## src/rtl/nvu_pkg.sv

```systemverilog
package nvu_pkg;
  localparam int PRIO_W  = 3;
  localparam int LVL     = 1 << PRIO_W;
  localparam int BASE_W  = 16;
  localparam int IDX_W   = 5;
  localparam int WORD_W  = 32;
  localparam int TOP_PAD = WORD_W - BASE_W - IDX_W - 2;

  typedef logic [LVL-1:0]    lvl_vec_t;
  typedef logic [PRIO_W:0]   thresh_t;
  typedef logic [BASE_W-1:0] base_t;
  typedef logic [IDX_W-1:0]  idx_t;
  typedef logic [WORD_W-1:0] word_t;

  // index of most urgent in-service level, or LVL when none is set
  function automatic thresh_t lowest_level(input lvl_vec_t v);
    thresh_t r;
    r = thresh_t'(LVL);
    for (int k = LVL - 1; k >= 0; k--)
      if (v[k]) r = thresh_t'(k);
    return r;
  endfunction

  // retire the most urgent in-service level
  function automatic lvl_vec_t drop_lowest(input lvl_vec_t v);
    return v & (v - lvl_vec_t'(1));
  endfunction

  function automatic word_t pack_vector(input base_t b, input idx_t i);
    return {{TOP_PAD{1'b0}}, b, i, 2'b00};
  endfunction
endpackage

```

## src/rtl/nvu_arbiter.sv

```systemverilog
module nvu_arbiter
  import nvu_pkg::*;
#(
  parameter int NUM_SRC = 28
) (
  input  logic [NUM_SRC-1:0]        pend,
  input  logic [NUM_SRC*PRIO_W-1:0] prio,
  output logic                      win_valid,
  output idx_t                      win_idx,
  output logic [PRIO_W-1:0]         win_prio
);
  always_comb begin
    win_valid = 1'b0;
    win_idx   = '0;
    win_prio  = '0;
    for (int i = 0; i < NUM_SRC; i++) begin
      if (pend[i] && (!win_valid || prio[i*PRIO_W +: PRIO_W] < win_prio)) begin
        win_valid = 1'b1;
        win_idx   = idx_t'(i);
        win_prio  = prio[i*PRIO_W +: PRIO_W];
      end
    end
  end
endmodule

```

## src/rtl/nvu_isr_stack.sv

```systemverilog
module nvu_isr_stack
  import nvu_pkg::*;
(
  input  logic              clk,
  input  logic              rst_n,
  input  logic              push,
  input  logic [PRIO_W-1:0] push_lvl,
  input  logic              pop,
  output lvl_vec_t          isr
);
  lvl_vec_t after_pop, isr_nxt;

  always_comb begin
    after_pop = pop ? drop_lowest(isr) : isr;
    isr_nxt   = after_pop;
    if (push) isr_nxt[push_lvl] = 1'b1;
  end

  always_ff @(posedge clk or negedge rst_n) begin
    if (!rst_n) isr <= '0;
    else        isr <= isr_nxt;
  end
endmodule

```

## src/rtl/nvu_req_gate.sv

```systemverilog
module nvu_req_gate
  import nvu_pkg::*;
#(
  parameter int NUM_SRC = 28
) (
  input  logic [NUM_SRC-1:0]        pend,
  input  logic [NUM_SRC*PRIO_W-1:0] prio,
  input  lvl_vec_t                  isr,
  output logic                      req
);
  thresh_t            limit;
  logic [NUM_SRC-1:0] src_ok;

  assign limit = lowest_level(isr);

  for (genvar g = 0; g < NUM_SRC; g++) begin : g_src
    assign src_ok[g] = pend[g] && ({1'b0, prio[g*PRIO_W +: PRIO_W]} < limit);
  end

  assign req = |src_ok;
endmodule

```

## src/rtl/nest_vec_unit.sv

```systemverilog
module nest_vec_unit
  import nvu_pkg::*;
#(
  parameter int NUM_SRC = 28,
  localparam int PRIO_BITS = NUM_SRC * PRIO_W
) (
  input  logic                 clk,
  input  logic                 rst_n,
  input  logic [NUM_SRC-1:0]   src_pend,
  input  logic [PRIO_BITS-1:0] src_prio,
  input  logic                 nest_en,
  input  logic [BASE_W-1:0]    vec_base,
  input  logic                 rd_en,
  input  logic                 rd_sel,
  input  logic                 wr_en,
  input  logic                 wr_sel,
  output logic [WORD_W-1:0]    rd_data,
  output logic [WORD_W-1:0]    vec_word,
  output logic [LVL-1:0]       isr_stat,
  output logic                 core_req
);
  logic              win_valid;
  idx_t              win_idx;
  logic [PRIO_W-1:0] win_prio;
  logic              push_evt;
  logic              pop_evt;

  nvu_arbiter #(.NUM_SRC(NUM_SRC)) u_arb (
    .pend(src_pend), .prio(src_prio),
    .win_valid(win_valid), .win_idx(win_idx), .win_prio(win_prio)
  );

  assign push_evt = rd_en && !rd_sel && nest_en && win_valid;
  assign pop_evt  = wr_en && wr_sel;

  nvu_isr_stack u_stk (
    .clk(clk), .rst_n(rst_n),
    .push(push_evt), .push_lvl(win_prio), .pop(pop_evt),
    .isr(isr_stat)
  );

  nvu_req_gate #(.NUM_SRC(NUM_SRC)) u_gate (
    .pend(src_pend), .prio(src_prio), .isr(isr_stat), .req(core_req)
  );

  assign vec_word = pack_vector(vec_base, win_idx);
  assign rd_data  = rd_sel ? {{(WORD_W-LVL){1'b0}}, isr_stat} : vec_word;
endmodule

```

## config.mk

```make
export PLATFORM = sky130hd
export DESIGN_NAME = nest_vec_unit
export DESIGN_NICKNAME = d
export VERILOG_FILES = /design/src/rtl/nvu_pkg.sv /design/src/rtl/nvu_arbiter.sv /design/src/rtl/nvu_isr_stack.sv /design/src/rtl/nvu_req_gate.sv /design/src/rtl/nest_vec_unit.sv
export SDC_FILE = /design/constraint.sdc
export NUM_CORES = 1
export LEC_CHECK = 0
export CAP_MARGIN = 20
export CORE_AREA = 3 3 125 127
export DETAILED_ROUTE_END_ITERATION = 12
export DIE_AREA = 0 0 128 130
export PLACE_DENSITY = 0.83
export SLEW_MARGIN = 20
export SYNTH_ARGS = -nofsm -noshare
export SYNTH_HDL_FRONTEND = slang
export SYNTH_SLANG_ARGS = --single-unit
```

## constraint.sdc

```tcl
create_clock -name clk -period 50.9 [get_ports clk]
set_input_delay 5.09 -clock clk [delete_from_list [all_inputs] [get_ports clk]]
set_output_delay 5.09 -clock clk [all_outputs]
set_load 0.02 [all_outputs]
```

; Word level (Yosys, flattened, before mapping)
; Cells that the tools add are included.
[classes]
order_cmp = 57
mux = 96
bitwise = 2
reduce_logical = 116
addsub = 1
[op_table]
columns = operator, n
row1 = 3-bit by 4-bit less-than comparator with 1-bit output, 28
row2 = 3-bit two-way mux, 32
row3 = 3-bit less-than comparator, 27
row4 = 4-bit two-way mux, 16
row5 = 1-bit logical AND, 60
row6 = 5-bit two-way mux, 12
row7 = 1-bit two-way mux, 30
row8 = 1-bit logical NOT, 28
row9 = 28-bit OR reduction, 1
row10 = 1-bit logical OR, 27
row11 = 23-bit two-way mux, 1
row12 = 8-bit two-way mux, 2
row13 = 8-bit AND, 1
row14 = 8-bit OR, 1
row15 = 8-bit by 1-bit subtractor with 8-bit output (second input constant), 1
row16 = 3-bit by 4-bit less-than comparator with 1-bit output (second input constant), 1
row17 = 2-bit two-way mux, 2
row18 = 1-bit demux with 3-bit select, 1
row19 = 3-bit by 1-bit >= comparator with 1-bit output (second input constant), 1
[totals]
reg_bits = 8
out_inout_bits = 73

; Logic depth before layout (Yosys ltp)
[depth]
depth_word = 115
mapped_depth = 208
mapped_depth_nobuf = 205

; Modules after synthesis
; From an unflattened synthesis, not the netlist that was laid out.
[hier_totals]
hier_cells = 991
area_unflattened_um2 = 7138.1
[by_module_without_submodules]
columns = mod, n_inst, cells_each, area_per_inst_um2, seq_area_each_um2
row1 = nvu_arbiter, 1, 676, 4560.6, 0.0
row2 = nvu_req_gate, 1, 219, 1739.2, 0.0
row3 = nest_vec_unit, 1, 64, 488.0, 0.0
row4 = nvu_isr_stack, 1, 32, 350.3, 200.2

; Least setup slack after synthesis
; No wires, ideal clock.
[synth_timing]
path_kind = input to output
start = input src_pend[0]
end = output rd_data[3]
t_required_ns = 45.810
path_stages = 193
setup_slack_ns = 8.354
path_buffers = 4
arrival_ns = 37.456
path_cell_list = buf_2 -> nand2_1 -> ha_1 -> o21ai_0 -> a22oi_1 -> nand3_1 -> o21ai_0 -> inv_1 -> ha_1 -> a21oi_1 -> nand2_1 -> o21ai_1 -> nand2_1 -> o21ai_0 -> inv_1 -> ha_1 -> a211oi_1 -> nand3_1 -> [157 not listed] -> o21ai_0 -> inv_1 -> a41o_1 -> nor2_1 -> mux2i_1 -> inv_1 -> ha_1 -> nand2_1 -> a31oi_1 -> a221o_2 -> mux2_2 -> inv_1 -> ha_1 -> and2_0 -> clkbuf_1 -> and3_1 -> o311ai_1 -> mux2_1
[synth_via]
elab_chain_cells = 110
word_cells_on_any_way = 189
cone_classes = order compare: 27 / mux: 81 / reduce/logical: 81
[synth_lines]
columns = element, line
row1 = from (decl), nest_vec_unit.sv:9  ; input logic [NUM_SRC-1:0] src_pend,
row2 = 3-bit two-way mux / 1-bit two-way mux (equally long branches), nvu_arbiter.sv:17  ; if (pend[i] && (!win_valid || prio[i*PRIO_W +: PRIO_W] < win_prio)) begin
row3 = 3-bit less-than comparator / 1-bit logical NOT (equally long branches), nvu_arbiter.sv:17
row4 = 1-bit logical OR, nvu_arbiter.sv:17
row5 = 1-bit logical AND, nvu_arbiter.sv:17
row6 = 3-bit two-way mux / 1-bit two-way mux (equally long branches), nvu_arbiter.sv:17
row7 = 3-bit less-than comparator / 1-bit logical NOT (equally long branches), nvu_arbiter.sv:17
row8 = 1-bit logical OR, nvu_arbiter.sv:17
row9 = 1-bit logical AND, nvu_arbiter.sv:17
row10 = [95 not listed], --
row11 = 1-bit logical AND, nvu_arbiter.sv:17
row12 = 3-bit two-way mux / 1-bit two-way mux (equally long branches), nvu_arbiter.sv:17
row13 = 3-bit less-than comparator / 1-bit logical NOT (equally long branches), nvu_arbiter.sv:17
row14 = 1-bit logical OR, nvu_arbiter.sv:17
row15 = 1-bit logical AND, nvu_arbiter.sv:17
row16 = 5-bit two-way mux (*), nvu_arbiter.sv:17
row17 = via vec_word[3], nest_vec_unit.sv:18  ; output logic [WORD_W-1:0] vec_word,
row18 = 23-bit two-way mux (*), nest_vec_unit.sv:47  ; assign rd_data = rd_sel ? {{(WORD_W-LVL){1'b0}}, isr_stat} : vec_word;
row19 = to (decl), nest_vec_unit.sv:17  ; output logic [WORD_W-1:0] rd_data,
; The timed path passes the listed nets; every way through them passes the cells marked *.

; Final worst setup path
[layout_timing]
start = input src_prio[1]
end = output rd_data[6]
[layout_via]
elab_chain_cells = 110
word_cells_on_any_way = 173
cone_classes = order compare: 27 / mux: 66 / reduce/logical: 80
[layout_lines]
columns = element, line
row1 = from (decl), nest_vec_unit.sv:10  ; input logic [PRIO_BITS-1:0] src_prio,
row2 = 3-bit two-way mux (*), nvu_arbiter.sv:17
row3 = 3-bit less-than comparator, nvu_arbiter.sv:17
row4 = 1-bit logical OR, nvu_arbiter.sv:17
row5 = 1-bit logical AND, nvu_arbiter.sv:17
row6 = 3-bit two-way mux / 1-bit two-way mux (equally long branches), nvu_arbiter.sv:17
row7 = 3-bit less-than comparator / 1-bit logical NOT (equally long branches), nvu_arbiter.sv:17
row8 = 1-bit logical OR, nvu_arbiter.sv:17
row9 = 1-bit logical AND, nvu_arbiter.sv:17
row10 = [94 not listed], --
row11 = 1-bit logical OR, nvu_arbiter.sv:17
row12 = 1-bit logical AND, nvu_arbiter.sv:17
row13 = 3-bit two-way mux / 1-bit two-way mux (equally long branches), nvu_arbiter.sv:17
row14 = 3-bit less-than comparator / 1-bit logical NOT (equally long branches), nvu_arbiter.sv:17
row15 = 1-bit logical OR, nvu_arbiter.sv:17
row16 = 1-bit logical AND, nvu_arbiter.sv:17
row17 = 5-bit two-way mux (*), nvu_arbiter.sv:17
row18 = 23-bit two-way mux (*), nest_vec_unit.sv:47
; Mark *: on every way between the ends. The rest lies on a longest branch, timed or not.

==> results.txt <==
Tcrit/Tclk final - 0.932
CTS tree - yes
Fin nets - 1448
Synth Area in Simple Gates - 0.282
Crit. path cell count - 190
F_max - 21.1 MHz
Wirelength per Cell - 16.7 µm
Crit path max fanout - 10
Die Y-Extent - 130 µm
Iteration-0 DRC Markers - 526
Worst Path Required - 45.81 ns
# diodes - 0
Yosys reg bits - 8
CP startpoint kind - input port
Crit path DAT - 42.32 ns
Ports - 208
Initial cell density of the core - 0.503
Slew HR - 0.381
Largest reg by FF count - u_stk.isr
Initial antenna violation count - 0
Seq/Total Area, Yosys - 0.0274
Vias - 8658
Final min period - 47.41 ns
Avg Inst Size Synth - 6.84 µm²
Root Driver - clkbuf_16
Post-synthesis mux area share - 0.0413
CP peak stage delay - 0.67 ns
First-pass GRT wire length - 37700 µm
Antenna Violating Nets Remaining - 0
Slowest-stage cell, CP - clkdlybuf4s50_1
# clock sinks - 8
Pins Over Slew Limit - 0
Vias in the first global route - 7796
Area of the mapped netlist - 0.00731 mm²
Layout cell share with drive strength beyond 1 - 0.0744
Die width - 128 µm
Largest family of logic cells by synthesized area - compound AO/OA/AOI/OAI gates
Vias per inst - 6.15
Post-synth ARST share - 1.00
Num CTS Buffers - 3
Largest register FFs - 8
Max-capacitance violation count - 0
Synth Warn # - 0
Run status - completed
Synth Flop Type - dfrtp_1
Post-Synth XOR/XNOR Area - 0
GPL Wtd Cong - 1.01
Max Root-Sink Buffers - 2
Worst setup EP type - primary output
Unique cell type count in the Yosys netlist - 103
Synth Area in Compound Gates - 0.410
Reg2reg path depth - 5
DRC errors left - 0
H-Tree Depth - 1
Worst Max-Slew Pin Slew - 0.929 ns
Core area - 0.0145 mm²
Clock skew - 0.00120 ns
Buffers on Ports - 187
Type of the worst setup path - in2out
Clock-pin slew on the worst setup and hold paths - 0.03 ns
Largest net degree at the start of global routing - 29
# rows - 44
Post-synth EDFFs - 0
Area Overhead vs Synth - 26.8%
Final Hold Viols - 0
Final HPWL from detailed placement - 19300 µm
TritonRoute pass-1 iters - 5
Gr usage total - 0.264
Top flop regs - u_stk.isr: 8 flops
Cells after Synth - 1068
Adder-Cell Fraction of Synth Area - 0.159
Post-Route WL - 23600 µm
Hold depth - 2
Delay-heaviest family, CP - compound AO/OA/AOI/OAI gates
Die ar. - 0.0166 mm²
Grt ovf - 0
Reg2Reg Setup Slack - 49.03 ns
CP most frequent cell - ha_1
Hold/Removal Path Class - reg2reg
Worst path buffer plus inverter count - 26
Setup TNS - 0 ns
Setup violators final - 0
Clk_lat worst skew - 0.23 ns
RSZ-0062 raised after global routing - false
==> placed cells by master (no fill, tap or decap), drive strengths merged, types with 6 or more instances in the layout <==
cell type	count
and3	8
nor3	30
o31ai	7
a21boi	14
and2	21
o311ai	6
nand2b	45
o21a	20
mux2	15
clkdlybuf4s50	186
a31oi	19
dfrtp	8
a31o	6
or3	17
a21oi	90
o21bai	7
a21o	7
maj3	6
nor2	79
a22oi	8
o21ai	126
conb	20
o211ai	9
ha	88
a32oi	7
nand4	14
nor3b	6
nand3	24
mux2i	12
a211oi	23
nand2	101
or2	23
o221ai	6
inv	57
nor2b	25
a2111oi	6
==> routing by layer <==
layer / GRT usage / share of wire / vias up / wire length, µm
met2: 0.451 / 0.47 / 393 / 11000
met3: 0.0229 / 0.082 / 30 / 1930
met1: 0.363 / 0.44 / 3934 / 10300
li1: - / - / 4301 / -
met4: 0.0605 / 0.015 / 0 / 365
met5: 0 / 0 / - / 0
==> worst paths after layout <==
kind                                        startpoint                endpoint
worst max-delay path                       src_prio[1]              rd_data[6]
worst min-delay path            u_stk.isr[0]$_DFF_PN0_  u_stk.isr[0]$_DFF_PN0_
worst max register to register  u_stk.isr[1]$_DFF_PN0_  u_stk.isr[7]$_DFF_PN0_
worst min register to register  u_stk.isr[0]$_DFF_PN0_  u_stk.isr[0]$_DFF_PN0_
max in group asynchronous                        rst_n  u_stk.isr[0]$_DFF_PN0_
min in group asynchronous                        rst_n  u_stk.isr[6]$_DFF_PN0_
==> layout make-up <==
class,instances,area [µm²]
repair buffers,191,1900
well taps,184,230
fillers,1329,5260
multi-input cells,963,6640
inverters,58,218
clock buffers,3,75.1
flip-flops and latches,8,200
==> worst reg2reg max path: cells and delay by family, from the launching register on <==
kind	cells	cell delay, ns
and+or+nand+nor	2	0.76
DFF	1	0.43
AOI/OAI and AO/OA	3	0.55
==> metrics by stage <==
stage | setup slack, ns | instance area, µm² | instances | utilization | hold WS (ns)
2_1_floorplan | 8.35 | 7380 | 1087 | - | 0.648
3_3_place_gp | 3.94 | 9160 | 1403 | 0.630 | 0.595
3_5_place_dp | 3.02 | 9160 | 1403 | 0.630 | 0.602
4_1_cts | 2.89 | 9240 | 1406 | 0.636 | 0.613
5_1_grt | 0.0657 | 9270 | 1407 | 0.638 | 0.659
6_report | 3.49 | 9270 | 1407 | 0.638 | 0.615
==> logic make-up after synthesis <==
group | Yosys count
other | 1
adder cells (fa/ha/maj) | 94
multiplexers | 27
AO/OA/AOI/OAI | 418
AND/OR/NAND/NOR | 404
buffers and inverters | 116
flip-flops | 8
==> synth_stat cells (5+ instances only) <==
| cell | n | share of area |
|---|---|---|
| mux2_1 | 5 | 0.0077 |
| a21oi_1 | 87 | 0.060 |
| ha_1 | 88 | 0.15 |
| o21ai_0 | 105 | 0.072 |
| a211oi_1 | 16 | 0.016 |
| nor4_1 | 5 | 0.0043 |
| or2_1 | 6 | 0.0051 |
| or2_2 | 17 | 0.015 |
| nor2b_1 | 24 | 0.021 |
| inv_1 | 57 | 0.029 |
| nand2b_1 | 45 | 0.039 |
| dfrtp_1 | 8 | 0.027 |
| nand3_1 | 23 | 0.016 |
| nor3_1 | 30 | 0.021 |
| and3_1 | 8 | 0.0068 |
| and2_1 | 19 | 0.016 |
| a22oi_1 | 8 | 0.0082 |
| a211o_1 | 5 | 0.0060 |
| o21a_1 | 20 | 0.021 |
| mux2_2 | 10 | 0.015 |
| nor2_1 | 78 | 0.040 |
| a21boi_0 | 9 | 0.0092 |
| maj3_1 | 6 | 0.0082 |
| mux2i_1 | 11 | 0.015 |
| a31o_2 | 5 | 0.0060 |
| o21ai_1 | 17 | 0.012 |
| o211ai_1 | 9 | 0.0092 |
| o21bai_1 | 6 | 0.0062 |
| or3_1 | 15 | 0.013 |
| o221ai_1 | 6 | 0.0072 |
| a211oi_2 | 5 | 0.0086 |
| a21o_1 | 7 | 0.0072 |
| buf_4 | 37 | 0.038 |
| nand2_1 | 101 | 0.052 |
| a32oi_1 | 6 | 0.0072 |
| nand4_1 | 14 | 0.012 |
| clkbuf_1 | 16 | 0.0082 |
| nor3b_1 | 6 | 0.0062 |
| a31oi_1 | 15 | 0.013 |
==> what timing repair did <==
action | in CTS | in global routing
hold endpoints to repair | 0 | 0
setup buffers | 0 | 1
endpoints found under the setup margin | 0 | 10
resized for setup | 0 | 7
hold buffers | 0 | 0
Power is not shown: default switching activity piles up to over one toggle a cycle in this logic, so the estimate is an artifact.
